[src/rtl/tcs_pkg.sv]
package tcs_pkg;
   // status word bit positions (host software decodes these)
   localparam int ST_HD      = 15;
   localparam int ST_UNIT_LO = 13;
   localparam int ST_ODD     = 11;
   localparam int ST_REW     = 10;
   localparam int ST_TBSY    = 9;
   localparam int ST_BUSY    = 8;
   localparam int ST_EOF     = 7;
   localparam int ST_BOT     = 6;
   localparam int ST_EOT     = 5;
   localparam int ST_TIM     = 4;
   localparam int ST_REJ     = 3;
   localparam int ST_WLK     = 2;
   localparam int ST_PAR     = 1;
   localparam int ST_LOC     = 0;

   // command word fields
   localparam int CB_MOTION  = 0;
   localparam int CB_WRITE   = 3;
   localparam int CB_REVERSE = 5;
   localparam int CB_CHSEL   = 8;
   localparam int CB_SEL_LO  = 9;
   localparam int SEL_CODE_W = 4;

   localparam logic [7:0] FN_CLEAR = 8'o110;

   typedef struct packed {
      logic odd;
      logic eof;
      logic tim;
      logic par;
      logic rej;
   } res_bits_t;
endpackage

[src/rtl/tcs_sel_map.sv]
module tcs_sel_map #(
   parameter int CODE_W = 4,
   parameter int UNIT_W = 2
) (
   input  logic [CODE_W-1:0] code,
   output logic [UNIT_W-1:0] unit
);
   // highest set bit wins; codes 0 and 1 both give unit 0
   always_comb begin
      unit = '0;
      for (int i = 1; i < CODE_W; i++) begin
         if (code[i]) unit = UNIT_W'(i);
      end
   end
endmodule

[src/rtl/tcs_cmd_check.sv]
module tcs_cmd_check
   import tcs_pkg::*;
#(
   parameter int NDRV   = 4,
   parameter int UNIT_W = 2
) (
   input  logic [15:0]       cmd,
   input  logic              busy,
   input  logic [UNIT_W-1:0] cur_sel,
   input  logic [NDRV-1:0]   drv_online,
   input  logic [NDRV-1:0]   drv_active,
   input  logic [NDRV-1:0]   drv_wlock,
   input  logic [NDRV-1:0]   drv_bot,
   output logic              is_clear,
   output logic [UNIT_W-1:0] next_sel,
   output logic              reject
);
   generate
      if (NDRV != 4) begin : g_bad_ndrv
         $error("tcs_cmd_check: selection map needs exactly four drives");
      end
   endgenerate

   logic [UNIT_W-1:0] mapped;
   logic              wprot;
   logic              unused_hi;

   assign unused_hi = ^cmd[15:CB_SEL_LO+SEL_CODE_W];

   tcs_sel_map #(.CODE_W(SEL_CODE_W), .UNIT_W(UNIT_W)) u_map (
      .code (cmd[CB_SEL_LO +: SEL_CODE_W]),
      .unit (mapped)
   );

   always_comb begin
      is_clear = (cmd[7:0] == FN_CLEAR);
      next_sel = (!is_clear && !busy && cmd[CB_CHSEL]) ? mapped : cur_sel;
      wprot    = drv_online[next_sel] & drv_wlock[next_sel];
      reject   = !is_clear &&
                 (busy ||
                  (cmd[CB_MOTION]  && drv_active[next_sel]) ||
                  (cmd[CB_REVERSE] && drv_bot[next_sel]) ||
                  (cmd[CB_WRITE]   && wprot));
   end
endmodule

[src/rtl/tcs_stat_mux.sv]
module tcs_stat_mux
   import tcs_pkg::*;
#(
   parameter int NDRV         = 4,
   parameter int UNIT_W       = 2,
   parameter int HIGH_DENSITY = 1
) (
   input  logic [UNIT_W-1:0] sel,
   input  res_bits_t         ctl_bits,
   input  logic              busy,
   input  logic [NDRV-1:0]   drv_online,
   input  logic [NDRV-1:0]   drv_active,
   input  logic [NDRV-1:0]   drv_wlock,
   input  logic [NDRV-1:0]   drv_bot,
   input  logic [NDRV-1:0]   drv_eot,
   input  logic [NDRV-1:0]   drv_rew,
   output logic [15:0]       stat
);
   generate
      if (HIGH_DENSITY != 0 && HIGH_DENSITY != 1) begin : g_bad_hd
         $error("tcs_stat_mux: HIGH_DENSITY must be 0 or 1");
      end
   endgenerate

   logic [15:0] base;
   logic        onl;

   always_comb begin
      onl            = drv_online[sel];
      base           = '0;
      base[ST_ODD]   = ctl_bits.odd;
      base[ST_REW]   = drv_rew[sel];
      base[ST_TBSY]  = drv_active[sel] | ~onl;
      base[ST_BUSY]  = busy;
      base[ST_EOF]   = ctl_bits.eof;
      base[ST_BOT]   = drv_bot[sel];
      base[ST_EOT]   = drv_eot[sel];
      base[ST_TIM]   = ctl_bits.tim;
      base[ST_REJ]   = ctl_bits.rej;
      base[ST_WLK]   = onl & drv_wlock[sel];
      base[ST_PAR]   = ctl_bits.par;
      base[ST_LOC]   = ~onl;
   end

   generate
      if (HIGH_DENSITY == 1) begin : g_hd
         always_comb begin
            stat                          = base;
            stat[ST_HD]                   = 1'b1;
            stat[ST_UNIT_LO +: UNIT_W]    = sel;
         end
      end else begin : g_ld
         assign stat = base;
      end
   endgenerate
endmodule

[src/rtl/tape_cmd_stat.sv]
module tape_cmd_stat
   import tcs_pkg::*;
#(
   parameter int NDRV         = 4,
   parameter int HIGH_DENSITY = 1,
   localparam int UNIT_W      = $clog2(NDRV)
) (
   input  logic              clk,
   input  logic              rst_n,
   input  logic              cmd_wr,
   input  logic [15:0]       cmd_wdata,
   input  logic              ctl_set,
   input  logic              seq_done,
   input  logic [4:0]        seq_res,
   input  logic [NDRV-1:0]   drv_online,
   input  logic [NDRV-1:0]   drv_active,
   input  logic [NDRV-1:0]   drv_wlock,
   input  logic [NDRV-1:0]   drv_bot,
   input  logic [NDRV-1:0]   drv_eot,
   input  logic [NDRV-1:0]   drv_rew,
   output logic [15:0]       stat_word,
   output logic              host_flag,
   output logic              start_pulse,
   output logic [7:0]        start_func,
   output logic [UNIT_W-1:0] start_unit,
   output logic              abort_pulse
);
   logic [7:0]        fn_q;
   logic              held_q;
   logic [UNIT_W-1:0] sel_q;
   logic              busy_q;
   res_bits_t         ctl_q;
   res_bits_t         res_in;
   logic              chk_clear;
   logic              chk_reject;
   logic [UNIT_W-1:0] chk_sel;

   assign res_in = res_bits_t'(seq_res);

   tcs_cmd_check #(.NDRV(NDRV), .UNIT_W(UNIT_W)) u_chk (
      .cmd        (cmd_wdata),
      .busy       (busy_q),
      .cur_sel    (sel_q),
      .drv_online (drv_online),
      .drv_active (drv_active),
      .drv_wlock  (drv_wlock),
      .drv_bot    (drv_bot),
      .is_clear   (chk_clear),
      .next_sel   (chk_sel),
      .reject     (chk_reject)
   );

   tcs_stat_mux #(.NDRV(NDRV), .UNIT_W(UNIT_W), .HIGH_DENSITY(HIGH_DENSITY)) u_stat (
      .sel        (sel_q),
      .ctl_bits   (ctl_q),
      .busy       (busy_q),
      .drv_online (drv_online),
      .drv_active (drv_active),
      .drv_wlock  (drv_wlock),
      .drv_bot    (drv_bot),
      .drv_eot    (drv_eot),
      .drv_rew    (drv_rew),
      .stat       (stat_word)
   );

   always_ff @(posedge clk) begin
      if (!rst_n) begin
         fn_q        <= '0;
         held_q      <= 1'b0;
         sel_q       <= '0;
         busy_q      <= 1'b0;
         ctl_q       <= '0;
         host_flag   <= 1'b1;
         start_pulse <= 1'b0;
         start_func  <= '0;
         start_unit  <= '0;
         abort_pulse <= 1'b0;
      end else begin
         start_pulse <= 1'b0;
         abort_pulse <= 1'b0;
         if (cmd_wr) begin
            fn_q      <= cmd_wdata[7:0];
            held_q    <= 1'b1;
            sel_q     <= chk_sel;
            ctl_q.rej <= chk_reject;
         end
         if (seq_done) begin
            busy_q    <= 1'b0;
            host_flag <= 1'b1;
            ctl_q     <= ctl_q | res_in;
         end
         if (ctl_set) begin
            if (fn_q == FN_CLEAR) begin
               fn_q        <= '0;
               held_q      <= 1'b0;
               busy_q      <= 1'b0;
               ctl_q       <= '0;
               abort_pulse <= 1'b1;
            end else if (held_q && !ctl_q.rej && !busy_q) begin
               start_pulse <= 1'b1;
               start_func  <= fn_q;
               start_unit  <= sel_q;
               busy_q      <= 1'b1;
               ctl_q       <= '0;
               host_flag   <= 1'b0;
               held_q      <= 1'b0;
            end
         end
      end
   end

   // start lasts one cycle and coincides with busy and a cleared flag
   a_r9_start_single: assert property (@(posedge clk) disable iff (!rst_n)
      start_pulse |=> !start_pulse);
   a_r9_start_busy: assert property (@(posedge clk) disable iff (!rst_n)
      start_pulse |-> (busy_q && !host_flag));
   // busy rejects non-clear commands and keeps the selection
   a_r3_busy_rejects: assert property (@(posedge clk) disable iff (!rst_n)
      (cmd_wr && busy_q && cmd_wdata[7:0] != FN_CLEAR && !seq_done && !ctl_set)
      |=> ctl_q.rej);
   a_r3_sel_held: assert property (@(posedge clk) disable iff (!rst_n)
      (cmd_wr && busy_q && cmd_wdata[7:0] != FN_CLEAR) |=> $stable(sel_q));
   // clear is never rejected
   a_r2_clear_ok: assert property (@(posedge clk) disable iff (!rst_n)
      (cmd_wr && cmd_wdata[7:0] == FN_CLEAR && !seq_done) |=> !ctl_q.rej);
   // no start while reject stands
   a_r10_no_start: assert property (@(posedge clk) disable iff (!rst_n)
      (ctl_set && ctl_q.rej) |=> !start_pulse);
   // completion frees the controller
   a_r11_done_frees: assert property (@(posedge clk) disable iff (!rst_n)
      (seq_done && !ctl_set) |=> (!busy_q && host_flag));
endmodule

[config.mk]
export PLATFORM = sky130hd
export DESIGN_NAME = tape_cmd_stat
export DESIGN_NICKNAME = d
export VERILOG_FILES = /design/src/rtl/tcs_pkg.sv /design/src/rtl/tcs_sel_map.sv /design/src/rtl/tcs_cmd_check.sv /design/src/rtl/tcs_stat_mux.sv /design/src/rtl/tape_cmd_stat.sv
export SDC_FILE = /design/constraint.sdc
export NUM_CORES = 1
export LEC_CHECK = 0
export BUFFER_PORTS_ARGS = -buffer_cell sky130_fd_sc_hd__buf_2
export CORE_ASPECT_RATIO = 1.5
export CORE_UTILIZATION = 49
export DETAILED_ROUTE_END_ITERATION = 7
export PLACE_DENSITY = 0.89
export SLEW_MARGIN = 20
export SYNTH_ARGS = -nofsm -noshare
export SYNTH_HDL_FRONTEND = slang
export SYNTH_SLANG_ARGS = --single-unit
[constraint.sdc]
create_clock -name clk -period 5.3 [get_ports clk]
set_input_delay 0.53 -clock clk [delete_from_list [all_inputs] [get_ports clk]]
set_output_delay 0.53 -clock clk [all_outputs]
set_load 0.02 [all_outputs]
Word level (Yosys, flattened, before mapping):

Cells that the tools add are included.

* $lt $le $gt $ge: 2
* eq/ne operators: 2
* mux-type cells: 46
* bitwise gates (word level): 8
* reductions and logical operators: 17

Operator list (count)
* $mux 1: 26
* $mux 8: 3
* $bmux 1 s2: 10
* $mux 5: 4
* $eq 8x7->1 const B: 2
* $logic_and 1x1->1: 8
* $lt 2x3->1 const B: 2
* $mux 2: 3
* $or 5x5->5: 1
* $not 1->1: 4
* $logic_not 1->1: 3
* $logic_or 1x1->1: 3
* $reduce_and 3->1: 1
* $reduce_or 3->1: 1
* $and 1x1->1: 2
* $reduce_and 2->1: 1
* $or 1x1->1: 1

* bits in registers: 30
* bits of input ports: 50
* output and inout port bits: 29
* word-level logic and storage cells: 89

Longest topological paths before layout:

Gate-level depths: netlist (run 1).

* word-level depth: 17
* mapped depth: 7
* depth with buffers taken out: 7

Modules after synthesis:

From an unflattened synthesis (run 1), not the netlist that was laid out.

* cell total of the unflattened synthesis: 170
* area, all modules: 1664.1 µm²

By module, submodules not included
* tape_cmd_stat: instances 1, cells an instance 117, area an instance 1128.6 µm², seq. area each 600.6 µm²
* tcs_cmd_check: instances 1, cells an instance 28, area an instance 261.5 µm², seq. area each 0.0 µm²
* tcs_stat_mux: instances 1, cells an instance 22, area an instance 256.5 µm², seq. area each 0.0 µm²
* tcs_sel_map: instances 1, cells an instance 3, area an instance 17.5 µm², seq. area each 0.0 µm²

Worst setup path before layout (run 1):

OpenSTA, ideal clock, no wires.

* kind: reg2out
* start point: register sel_q[1]
* end point: output stat_word[2]
* arrival: 1633 ps
* data required time: 4770 ps
* slack: 3137 ps
* stages on the path, launching flop included: 4
* path buffers: 1
* cells stage by stage: dfxtp_1 clkbuf_1 mux4_2 and2_1

* longest elaborated chain between the ends: 3
* elaborated cells on any way between the ends: 5
* classes of those cells: mux: 4; bitwise: 1

RTL lines
* start, declared: line tape_cmd_stat.sv:30 `logic [UNIT_W-1:0] sel_q;`
* start signal, assigned: line tape_cmd_stat.sv:84 `sel_q <= chk_sel;`
* $bmux 1 s2 (on tied branches): line tcs_stat_mux.sv:29, tcs_stat_mux.sv:40
* $mux 1 (on tied branches): line tcs_stat_mux.sv:29, tcs_stat_mux.sv:40
* $and 1x1->1 (*): line tcs_stat_mux.sv:40 `base[ST_WLK] = onl & drv_wlock[sel];`
* end, declared: line tape_cmd_stat.sv:21 `output logic [15:0] stat_word,`

Every way passes the cells marked *; elsewhere a longest branch is shown, timed or not. The select of a mux whose other input is x is not followed.

Worst setup path in the final report (run 1):

Same ends and word-level chain as after synthesis.

==> impl_metrics.toml, run 1 <==
[clock_network]
clkLatencyLatePin_ns = 0.28
cts.reportedPaths.clkPinSlew_ns = 0.06
cts_inserted_buffers = 5
htree_levels = 2
cts_root_buffer = "clkbuf_8"
post_cts_resize_count = 0
postCtsHoldBufs = 0
postCtsSetupBuffers = 0
clock-sinks = 30
clock_path_buffers = 2
tritoncts = "built"

[worst_setup_path]
critPathMaxStageDelay_ns = 0.66
end_kind = "output pin"
critPathRequiredTime_ns = 4.77
cp_data_arrival_time_ns = 1.83
cp-start-kind = "flop"
slowest_stage = "dfxtp_1"
crit_chain = "mux4_2 -> and2_1 -> buf_2"
path_max_fanout = 11
path_class = "reg2out"

[synth]
ys.flop_type = "dfxtp_1"
synth.net_count = 213
synthArstFlopShare_pct = 0
synth_largest_area_cell = "dfxtp_1"
syn_avg_cell_area_sq_um = 9.70
yosysWarningCount = 0
ys_seq_area_share_pct = 38.0
synth-edff-count = 0
syn_inst = 163
synth_top_area_share_pct = 38.0
yosys-top-cells-area = "dfxtp_1 (38%), mux2i_1 (16%), mux4_2 (7.1%)"
ys_ff_latch = 30
ys_types = 42
syn-cell-area_sq_mm = 0.00158

[global_route]
grt-ovfl-total = 0
grt.total_usage_pct = 22.8
grt_most_used_layer = "met2"
grt_max_degree = 14
use_met3_pct = 4.03
grt_pass1_vias = 1339
use_met2_pct = 40.5
grt_pass1_wl_mm = 6.04
antenna_found_initial = 0
grt.met1_usage_pct = 24.8

[sta]
finalClockSkew_ns = 0.00606
slew_headroom_pct = 54.7
setup_tns_ns = 0
setup_viol = 0
period_share_pct = 44.5
whs_ns = 0.461
max_freq_ghz = 0.424
hold_viol_final = 0
min_period_ns = 2.36
grt_setup_unrepaired = "no"
final_max_slew_viol_count = 0
worst-slew-pin-transition_ns = 0.678

[cells_and_area]
ff_latch_area_sq_um = 601
fin_area_sq_mm = 0.00203
area_delta_synth_final_pct = 28.2
num-nets-final = 282
finish.utilization_pct = 67.5
multi_input_area_sq_um = 903
diodes = 0
n_fill_cell = 255
drive_gt1_share_pct = 41.2
final_cells = 272

[floorplanning]
ios = 79
initial_utilization_pct = 52.7
die_h_um = 71.6
die_w_um = 48.4
core_sq_mm = 0.00300
row_count = 24
die_area_sq_mm = 0.00346

[min_path]
hold_path.class = "reg2reg"

[drt]
drc_errors = 0
wl_per_cell_um = 13.5
antenna_left = 0
via_count = 1402
drt_first_pass_iters = 4
vias_per_cell = 5.15
wl_mm = 3.68
initialDrtViolationCount = 13

[place]
portBuffers = 72
numPlacedInstances = 264
gp_congestion = 0.831
dpl_cell_area_sq_mm = 0.00194
hpwl_mm = 2.91

[power]
pwr_density_cell_mw_per_mm2 = 272
leakage_nw = 0.949
ir_drop_mv = 0.217

[flow_run]
drv_cap = 0

[run_status]
outcome = "complete, no violations"
registers in the layout, summed over array words and instances (netlist names):
signal / count
fn_q: 8
start_func: 8
ctl_q: 5
sel_q: 2
start_unit: 2
abort_pulse: 1
busy_q: 1
held_q: 1
host_flag: 1
start_pulse: 1
logic make-up (layout without fill, tap and decap cells):
logic type	Yosys count	count (layout)	share of synthesized area, %
multiplexers	33	33	25.7
buffers and inverters	16	86	4.90
AO/OA/AOI/OAI	24	24	10.5
flip-flops	30	30	38.0
AND/OR/NAND/NOR	58	58	20.4
other	2	2	0.475
cells in the mapped netlist, types with 2 or more instances:
library cell  count
a21oi_1           8
dfxtp_1          30
o21ai_0           3
nand2_1           7
nor3_1            2
nor2_1           28
nand3_1           2
buf_4             3
mux4_2            5
inv_1             4
nor2b_1           2
o21ai_1           3
clkbuf_1          3
nor4b_4           2
nand2b_1          3
a211oi_1          5
mux2i_1          26
conb_1            2
and2_1            2
report_power, final:
group          switching, W  total [W]  internal [W]
combinational     0.0000655   0.000120     0.0000549
clock             0.0000790   0.000183      0.000104
sequential        0.0000112   0.000248      0.000237
per-layer routing:
metal | routed length [um] | up-vias
met4 | 105 | 0
met5 | 0 | -
li1 | - | 710
met1 | 1420 | 629
met3 | 156 | 11
met2 | 2000 | 52
area by class of cell:
| type | instances | area share, % |
|---|---|---|
| well taps | 39 | 2.41 |
| multi-input cells | 117 | 44.6 |
| clock buffers | 7 | 4.26 |
| flip-flops and latches | 30 | 29.6 |
| repair buffers | 72 | 17.8 |
| inverters | 6 | 1.11 |
| clock inverters | 1 | 0.247 |
cells in the final DEF (no fill, tap or decap), types with 2 or more instances in the layout:
master,n
nor4b_4,2
a211oi_1,5
mux4_2,5
nand2_1,7
a21oi_1,8
inv_1,4
nor3_1,2
o21ai_1,3
nor2_1,28
and2_1,2
nand2b_1,3
mux2i_1,26
nand3_1,2
buf_2,72
clkbuf_8,6
conb_1,2
dfxtp_1,30
o21ai_0,3
nor2b_1,2
critical path, delay by kind of cell, from the launching register on:
family	cells	cell delay [ns]
buffers and inverters	1	0.15
flip-flops	1	0.66
multiplexers	1	0.59
AND/OR/NAND/NOR	1	0.15
stage by stage:
stage               worst slack [ns]  total power, W
floorplan                       3.14        0.000332
global placement                3.01        0.000370
detailed placement              2.97        0.000373
CTS                             2.94        0.000558
global route                    2.84        0.000578
finish                          2.94        0.000552
worst paths after layout:
| kind | startpoint | endpoint | slack, ns | cells past startpoint |
|---|---|---|---|---|
| setup / recovery | sel_q[1] | stat_word[2] | 2.94 | 3 |
| hold / removal | ctl_q[3] | ctl_q[3] | 0.46 | 2 |
| setup reg to reg | busy_q | ctl_q[0] | 3.23 | 7 |
| hold reg to reg | ctl_q[3] | ctl_q[3] | 0.46 | 2 |
Power figures use the tool's default switching activity.
==> inputs of run 2 (changes only) <==
--- a/config.mk
+++ b/config.mk
@@ -7,9 +7,9 @@
 export LEC_CHECK = 0
 export BUFFER_PORTS_ARGS = -buffer_cell sky130_fd_sc_hd__buf_2
 export CORE_ASPECT_RATIO = 1.5
-export CORE_UTILIZATION = 49
+export CORE_UTILIZATION = 45
 export DETAILED_ROUTE_END_ITERATION = 7
-export PLACE_DENSITY = 0.89
+export PLACE_DENSITY = 0.83
 export SLEW_MARGIN = 20
 export SYNTH_ARGS = -nofsm -noshare
 export SYNTH_HDL_FRONTEND = slang
==> constraint.sdc (replaced) <==
create_clock -name clk -period 2.25 [get_ports clk]
set_input_delay 0.225 -clock clk [delete_from_list [all_inputs] [get_ports clk]]
set_output_delay 0.225 -clock clk [all_outputs]
set_load 0.02 [all_outputs]
==> impl_metrics.toml, run 2 (synthesis results as in run 1) <==
[run_status]
outcome = "complete, no violations"

[cells_and_area]
area_delta_synth_final_pct = 29.8
final_common_cell = "buf_2"
multi_input_area_sq_um = 903
fin_area_sq_mm = 0.00205
drive_gt1_share_pct = 41.9
final_cell_mix = "buf_2 (72), dfxtp_1 (30), nor2_1 (28)"
n_fill_cell = 322
diodes = 0
num-nets-final = 285
ff_latch_area_sq_um = 601
top_regs = "fn_q: 8 flops, start_func: 8 flops, ctl_q: 5 flops"

[sta]
grt_setup_unrepaired = "no"
period_share_pct = 89.7
final_max_slew_viol_count = 0
setup_tns_ns = 0
slew_headroom_pct = 54.8
setup_viol = 0
finalClockSkew_ns = 0.00615
hold_viol_final = 0
min_period_ns = 2.02
max_freq_ghz = 0.495
finalWorstSetupSlack_ns = 0.231
worst-slew-pin-transition_ns = 0.677
whs_ns = 0.170

[drt]
via_count = 1404
drt_first_pass_iters = 4
wl_mm = 3.59
drc_errors = 0
wl_per_cell_um = 12.9
initialDrtViolationCount = 21
vias_per_cell = 5.05
antenna_left = 0

[place]
portBuffers = 72
hpwl_mm = 2.81
dpl_cell_area_sq_mm = 0.00196
post-place-ws_ns = 0.253
gp_congestion = 0.801

[worst_setup_path]
path_class = "reg2out"
path_max_fanout = 6
slowest_stage = "mux4_2"
critPathRequiredTime_ns = 2.03
crit_chain = "buf_4 -> mux4_2 -> and2_1 -> buf_2"
cp_data_arrival_time_ns = 1.79
critPathMaxStageDelay_ns = 0.53
end_kind = "output pin"
cp-start-kind = "flop"

[global_route]
antenna_found_initial = 0
grt_pass1_wl_mm = 5.91
grt.total_usage_pct = 21.1
grt-ovfl-total = 0
grt_pass1_vias = 1352
grt_max_degree = 14

[floorplanning]
die_area_sq_mm = 0.00376
row_count = 26
core_sq_mm = 0.00338
initial_utilization_pct = 46.7
die_h_um = 74.6
die_w_um = 50.4
ios = 79

[clock_network]
cts.reportedPaths.clkPinSlew_ns = 0.06
cts_inserted_buffers = 5
clock_path_buffers = 2
cts_root_buffer = "clkbuf_8"
postCtsSetupBuffers = 0
post_cts_resize_count = 0
clkLatencyLatePin_ns = 0.28
postCtsHoldBufs = 0
htree_levels = 2
tritoncts = "built"
clock-sinks = 30

[power]
ir_drop_mv = 0.570
fin_total_pwr_w = 0.00131
pwr_density_cell_mw_per_mm2 = 638
leakage_nw = 0.965

[min_path]
hold_path.class = "in2reg"

[flow_run]
drv_cap = 0
[run 2: changes by cell type in the layout (fill, tap and decap cells not counted), sizes merged]
| cell | before | now |
|---|---|---|
| buf | 72 | 75 |
[run 2: area by class of cell]
| type | instances | area share [%] |
|---|---|---|
| Multi-Input combinational cell | 117 | 44.0 |
| Clock inverter | 1 | 0.244 |
| Sequential cell | 30 | 29.3 |
| Inverter | 6 | 1.10 |
| Tap cell | 42 | 2.56 |
| Timing Repair Buffer | 75 | 18.6 |
| Clock buffer | 7 | 4.20 |
[run 2: routing by layer]
metal	up-vias	GRT usage, %	wire length, um
li1	712	-	-
met1	647	20.6	1340
met2	38	40.6	1970
met3	7	5.93	204
met4	0	8.95	74
met5	-	0	0
[run 2: metrics by stage]
stage | utilization, % | instances
floorplan | - | 163
global placement | 58.0 | 270
detailed placement | 58.0 | 270
CTS | 60.7 | 278
global route | 60.7 | 278
finish | 60.7 | 278
[run 2: power by group]
group	switching (W)	total, W	internal, W	leakage [nW]
combinational	0.000157	0.000290	0.000133	0.671
sequential	0.0000232	0.000581	0.000558	0.245
clock	0.000194	0.000440	0.000246	0.0482
total	0.000373	0.00131	0.000937	0.965
[run 2: worst max-delay path, delay by kind of cell, from the launching register on]
| kind | cells | cell delay (ns) |
|---|---|---|
| simple gates | 1 | 0.15 |
| flops | 1 | 0.47 |
| buf+inv | 2 | 0.36 |
| mux | 1 | 0.53 |
[run 2: final timing paths]
kind / startpoint / end / slack, ns / depth (start not counted)
worst min register to register: ctl_q[4] / ctl_q[4] / 0.47 / 2
worst max register to register: busy_q / ctl_q[0] / 0.24 / 7
worst min-delay path: seq_res[3] / ctl_q[3] / 0.17 / 3
worst max-delay path: sel_q[1] / stat_word[2] / 0.23 / 4
